[src/rtl/sp_pkg.sv]
package sp_pkg;
  typedef enum logic [1:0] {
    MODE_ST2X   = 2'b00,
    MODE_ST4X   = 2'b01,
    MODE_MONO8X = 2'b10,
    MODE_MONO_B = 2'b11
  } sp_mode_e;

  // Samples per group: the 2x stereo mode fills half of the lanes.
  function automatic int unsigned slots_for(sp_mode_e m, int unsigned lanes);
    return (m == MODE_ST2X) ? lanes : 2 * lanes;
  endfunction
endpackage

[src/rtl/sp_bitclk.sv]
module sp_bitclk #(
  parameter int unsigned HALF_DIV = 1,
  parameter int unsigned IDX_W    = 6
) (
  input  logic             clk,
  input  logic             rst_n,
  output logic             bclk,
  output logic             ws,
  output logic [IDX_W-1:0] bit_idx,
  output logic             frame_go
);
  localparam int unsigned DIV_W = (HALF_DIV > 1) ? $clog2(HALF_DIV) : 1;

  logic [DIV_W-1:0] div_cnt;
  logic             tick;

  assign tick     = (div_cnt == DIV_W'(HALF_DIV - 1));
  assign frame_go = tick && bclk && (bit_idx == '1);
  assign ws       = bit_idx[IDX_W-1];

  always_ff @(posedge clk) begin
    if (!rst_n) begin
      div_cnt <= '0;
      bclk    <= 1'b0;
      bit_idx <= '0;
    end else if (tick) begin
      div_cnt <= '0;
      bclk    <= ~bclk;
      if (bclk) bit_idx <= bit_idx + 1'b1;  // advance on the falling edge
    end else begin
      div_cnt <= div_cnt + 1'b1;
    end
  end
endmodule

[src/rtl/sp_slotbuf.sv]
module sp_slotbuf #(
  parameter int unsigned SAMPLE_W = 24,
  parameter int unsigned NSLOT    = 8,
  parameter int unsigned CNT_W    = 4
) (
  input  logic                           clk,
  input  logic                           rst_n,
  input  logic                           frame_go,
  input  logic [CNT_W-1:0]               need,
  input  logic                           in_valid,
  input  logic [SAMPLE_W-1:0]            in_data,
  output logic                           in_ready,
  output logic                           full,
  output logic [NSLOT-1:0][SAMPLE_W-1:0] shadow
);
  logic [NSLOT-1:0][SAMPLE_W-1:0] fill;
  logic [CNT_W-1:0]               wr_idx;

  assign full     = (wr_idx >= need);
  assign in_ready = !full && !frame_go;

  always_ff @(posedge clk) begin
    if (!rst_n) begin
      wr_idx <= '0;
      fill   <= '0;
      shadow <= '0;
    end else if (frame_go) begin
      wr_idx <= '0;
      for (int s = 0; s < NSLOT; s++)
        shadow[s] <= (full && (CNT_W'(s) < need)) ? fill[s] : '0;
    end else if (in_valid && in_ready) begin
      for (int s = 0; s < NSLOT; s++)
        if (wr_idx == CNT_W'(s)) fill[s] <= in_data;
      wr_idx <= wr_idx + 1'b1;
    end
  end
endmodule

[src/rtl/sp_lane_ser.sv]
module sp_lane_ser #(
  parameter int unsigned SAMPLE_W = 24,
  parameter int unsigned IDX_W    = 6
) (
  input  logic [IDX_W-1:0]    bit_idx,
  input  logic [SAMPLE_W-1:0] left,
  input  logic [SAMPLE_W-1:0] right,
  output logic                sd
);
  localparam int unsigned PW = IDX_W - 1;

  logic [PW-1:0]       pos;
  logic [SAMPLE_W-1:0] word;

  assign pos  = bit_idx[PW-1:0];
  assign word = bit_idx[IDX_W-1] ? right : left;

  // Position p in 1..SAMPLE_W carries word bit SAMPLE_W-p; all else is zero.
  always_comb begin
    sd = 1'b0;
    for (int k = 0; k < SAMPLE_W; k++)
      if (pos == PW'(SAMPLE_W - k)) sd = word[k];
  end
endmodule

[src/rtl/hirate_i2s_splitter.sv]
module hirate_i2s_splitter
  import sp_pkg::*;
#(
  parameter int unsigned SAMPLE_W = 24,
  parameter int unsigned SLOT_W   = 32,
  parameter int unsigned LANES    = 4,
  parameter int unsigned HALF_DIV = 1
) (
  input  logic                clk,
  input  logic                rst_n,
  input  logic [1:0]          mode_sel,
  input  logic                in_valid,
  output logic                in_ready,
  input  logic [SAMPLE_W-1:0] in_data,
  output logic                i2s_bclk,
  output logic                i2s_ws,
  output logic [LANES-1:0]    i2s_sd,
  output logic                overflow
);
  localparam int unsigned NSLOT = 2 * LANES;
  localparam int unsigned CNT_W = $clog2(NSLOT + 1);
  localparam int unsigned IDX_W = $clog2(2 * SLOT_W);

  logic                           frame_go;
  logic [IDX_W-1:0]               bit_idx;
  sp_mode_e                       act_mode;
  logic [CNT_W-1:0]               need;
  logic                           grp_full;
  logic [NSLOT-1:0][SAMPLE_W-1:0] shadow;

  sp_bitclk #(.HALF_DIV(HALF_DIV), .IDX_W(IDX_W)) u_bitclk (
    .clk      (clk),
    .rst_n    (rst_n),
    .bclk     (i2s_bclk),
    .ws       (i2s_ws),
    .bit_idx  (bit_idx),
    .frame_go (frame_go)
  );

  always_ff @(posedge clk) begin
    if (!rst_n)        act_mode <= MODE_ST2X;
    else if (frame_go) act_mode <= sp_mode_e'(mode_sel);
  end

  assign need = CNT_W'(slots_for(act_mode, LANES));

  sp_slotbuf #(.SAMPLE_W(SAMPLE_W), .NSLOT(NSLOT), .CNT_W(CNT_W)) u_buf (
    .clk      (clk),
    .rst_n    (rst_n),
    .frame_go (frame_go),
    .need     (need),
    .in_valid (in_valid),
    .in_data  (in_data),
    .in_ready (in_ready),
    .full     (grp_full),
    .shadow   (shadow)
  );

  always_ff @(posedge clk) begin
    if (!rst_n)                   overflow <= 1'b0;
    else if (in_valid && grp_full) overflow <= 1'b1;
  end

  for (genvar l = 0; l < LANES; l++) begin : g_lane
    sp_lane_ser #(.SAMPLE_W(SAMPLE_W), .IDX_W(IDX_W)) u_ser (
      .bit_idx (bit_idx),
      .left    (shadow[2*l]),
      .right   (shadow[2*l+1]),
      .sd      (i2s_sd[l])
    );
  end
endmodule

[config.mk]
export PLATFORM = sky130hd
export DESIGN_NAME = hirate_i2s_splitter
export DESIGN_NICKNAME = d
export VERILOG_FILES = /design/src/rtl/sp_pkg.sv /design/src/rtl/sp_bitclk.sv /design/src/rtl/sp_slotbuf.sv /design/src/rtl/sp_lane_ser.sv /design/src/rtl/hirate_i2s_splitter.sv
export SDC_FILE = /design/constraint.sdc
export NUM_CORES = 1
export LEC_CHECK = 0
export CAP_MARGIN = 25
export CORE_UTILIZATION = 55
export DETAILED_ROUTE_END_ITERATION = 10
export GPL_TIMING_DRIVEN = 0
export PLACE_DENSITY_LB_ADDON = 0.12
export SLEW_MARGIN = 20
export SYNTH_ARGS = -nofsm -noshare
export SYNTH_HDL_FRONTEND = slang
export SYNTH_SLANG_ARGS = --single-unit
[constraint.sdc]
create_clock -name clk -period 3.1 [get_ports clk]
set_clock_uncertainty 0.2 [all_clocks]
set_input_delay 0.62 -clock clk [delete_from_list [all_inputs] [get_ports clk]]
set_output_delay 0.62 -clock clk [all_outputs]
set_load 0.02 [all_outputs]
==> impl_metrics.toml <==
[run_status]
status = "finished, violations left"
violations = "negative setup slack"

[setup_path]
r2r_end = "u_buf.shadow[94]"
r2r-start = "u_bitclk.bit_idx[1]"
crit_type = "flip-flop to output port"
rrSetupSlack_ns = 0.06
cp-startpoint = "u_bitclk.bit_idx[5]"
endpoint = "i2s_sd[0]"
critPathMaxFanout = 7
critPathRequiredTime_ns = 2.28
r2r_cells = 7
worstPathArrival_ns = 2.98
crit_path_start_kind = "flip-flop"
end_kind = "output port"

[clocking]
clockRootBuffer = "clkbuf_16"
path_clk_slew_ns = 0.06
cts_tree = "built"
clock_path_buffers = 3
hold_buffers = 0
clk_latency_ns = 0.54
h-tree-depth = 2
cts_num_sinks = 399
cts_made_buffers = 42

[finish]
nets = 1670
fill_cells = 2041
fin_util = 0.7021
layout_common_cells = "dfxtp_1 (393), mux2i_1 (249), nand2_1 (243)"
final_cells = 2036
drive_gt1_frac = 0.1930
area_growth_pct = 24.48
diodes = 0
final_common_cell = "dfxtp_1"

[placement]
port_buffers = 36
placedCellCount = 1905
gp_congestion = 1.054
hpwl_um = 32900

[yosys]
netlist_area_mm2 = 0.01580
synth_ff_type = "dfxtp_1"
synth_edf_count = 0
synth_warnings = 0
ys_seq_area_frac = 0.5055
synth.distinct_cells = 58
synthArstFlopShare = 0
avgSynthCellArea_um2 = 10.60
ys_seq_elements = 399
syn_inst = 1491
synthesis.nets = 1531

[floorplan]
io_pins = 37
dieHeight_um = 171.5
die_area_mm2 = 0.02941
coreArea_mm2 = 0.02801
start_util = 0.5641
placementRows = 61
die_w_um = 171.5

[grt]
antenna_found_initial = 1
grt_pass1_vias = 12080
grt_pass1_wl_um = 71970
grt_remaining_overflow = 0
grt.total_usage = 0.3295
grt_max_degree = 15

[route]
firstDrtPassIters = 6
ant_nets = 0
wl_per_cell_um = 24.46
vias = 12700
routed_wl_um = 49790
via_per_inst = 6.239
drc = 0
initialDrtViolationCount = 1424

[min_path]
min_path_type = "flip-flop to flip-flop"
hp-start = "u_buf.fill[164]"
hold_depth = 2

[timing]
rsz0062_at_grt = "yes"
setup_ws_ns = -0.7025
drv_slew = 0
tns_ns = -2.627
slew_headroom = 0.4627
finalHoldViolCount = 0
timing.fmax_mhz = 263.0
fin_crit_sh = 1.227
hold_ws_ns = 0.2576
min_period_ns = 3.802
setup_viol = 4
worst_pin_slew_ns = 0.8060

[power_and_ir_drop]
power.leakage_nw = 8.337
p_per_area_mw_per_mm2 = 566.8
vdd_drop_max_mv = 0.4427

[run]
cap_viol_max_count = 0
worst min-delay path by stage:
stage | to | slack, ns
2_1_floorplan | u_buf.fill[100] | 0.24
3_3_place_gp | u_buf.fill[110] | 0.24
3_5_place_dp | u_buf.shadow[63] | 0.25
4_1_cts | u_buf.fill[155] | 0.26
5_1_grt | u_buf.fill[86] | 0.27
6_report | u_buf.fill[164] | 0.26
area by class of cell:
type	count	area, um^2	area share
flip-flops and latches	399	8005	0.4070
multi-input cells	961	7873	0.4003
clock buffers	57	1241	0.06311
repair buffers	103	1005	0.05108
plain buffers	116	808.3	0.04110
well taps	378	473.0	0.02405
clock inverters	15	229.0	0.01164
inverters	7	33.78	0.001718
Yosys cell counts (2+ instances only):
master | count | share of area
o21ai_0 | 19 | 0.0060
nor4bb_1 | 8 | 0.0051
a21oi_1 | 24 | 0.0076
inv_1 | 7 | 0.0017
buf_4 | 13 | 0.0062
mux2_2 | 20 | 0.014
o22ai_1 | 12 | 0.0048
nor3_2 | 2 | 0.0013
nand4b_1 | 6 | 0.0033
a22o_1 | 193 | 0.11
and4b_1 | 7 | 0.0044
a211oi_1 | 12 | 0.0057
nand4_1 | 7 | 0.0028
nor3b_1 | 3 | 0.0014
and3_1 | 3 | 0.0012
buf_2 | 43 | 0.014
ha_1 | 11 | 0.0087
nor4_1 | 3 | 0.0012
o221ai_1 | 3 | 0.0017
a31oi_1 | 3 | 0.0012
nor3_1 | 12 | 0.0038
nor2_1 | 21 | 0.0050
nand2_1 | 243 | 0.058
mux2i_1 | 269 | 0.17
o211ai_1 | 5 | 0.0024
dfxtp_1 | 399 | 0.51
nor2b_1 | 12 | 0.0048
and2_1 | 4 | 0.0016
a221oi_1 | 3 | 0.0017
a221o_1 | 2 | 0.0013
nand4bb_1 | 9 | 0.0064
a22oi_1 | 2 | 0.00095
nand3_1 | 14 | 0.0044
o2111ai_1 | 2 | 0.0011
buf_6 | 5 | 0.0036
xnor2_1 | 6 | 0.0033
clkbuf_1 | 62 | 0.015
and4bb_2 | 2 | 0.0016
critical path: stages, from the launching register on:
cell and delay [ns]:
dfxtp_4 0.36, buf_12 0.15, buf_16 0.17, clkbuf_16 0.18
buf_4 0.13, mux2i_1 0.12, a21oi_1 0.18, o211ai_1 0.15
a211oi_2 0.33, nor3_4 0.10, o41ai_4 0.28, buf_4 0.18
buf_6 0.11
per-layer routing:
| metal | GRT usage | vias to the layer above | wire length (um) |
|---|---|---|---|
| met3 | 0.05154 | 157 | 3784 |
| met2 | 0.5159 | 607 | 22360 |
| met4 | 0.1363 | 0 | 2039 |
| met5 | 0 | - | 0 |
| li1 | - | 5679 | - |
| met1 | 0.4517 | 6259 | 21610 |
stage by stage:
| step | area, um^2 | power [W] | setup slack (ns) |
|---|---|---|---|
| after floorplan | 15800 | 0.005632 | 0.05703 |
| after global placement | 16630 | 0.005831 | -1.460 |
| after detailed placement | 16630 | 0.005841 | -1.483 |
| after CTS | 18860 | 0.01111 | -0.7000 |
| after global routing | 19670 | 0.01141 | -0.7147 |
| final | 19670 | 0.01115 | -0.7025 |
flip-flops by register name (all words and copies together), names as in the netlist:
signal and count:
act_mode 2, overflow 1, u_bitclk.bclk 1, u_bitclk.bit_idx 6
u_bitclk.div_cnt 1, u_buf.fill 192, u_buf.shadow 192, u_buf.wr_idx 4
kinds of logic after synthesis:
family                   after synthesis  synth area share
AND/OR/NAND/NOR                      363            0.1094
AO/OA/AOI/OAI                        290            0.1475
multiplexers                         289            0.1847
flip-flops                           399            0.5055
adder cells (fa/ha/maj)               11          0.008711
buffers and inverters                131           0.03999
other                                  1         0.0002373
XOR/XNOR                               7          0.003880
power breakdown:
group / total [W] / switching, W / internal, W
sequential: 0.00523 / 0.0000420 / 0.00519
combinational: 0.000562 / 0.000367 / 0.000195
clock: 0.00535 / 0.00206 / 0.00329
total: 0.0111 / 0.00247 / 0.00868
timing repair:
action                     4_1_cts  5_1_grt
gates cloned                     1        3
pin swaps                       23       41
gates resized for setup        150       95
setup endpoints to repair        5        4
setup buffers                   23       40
(Power assumes the default switching activity.)
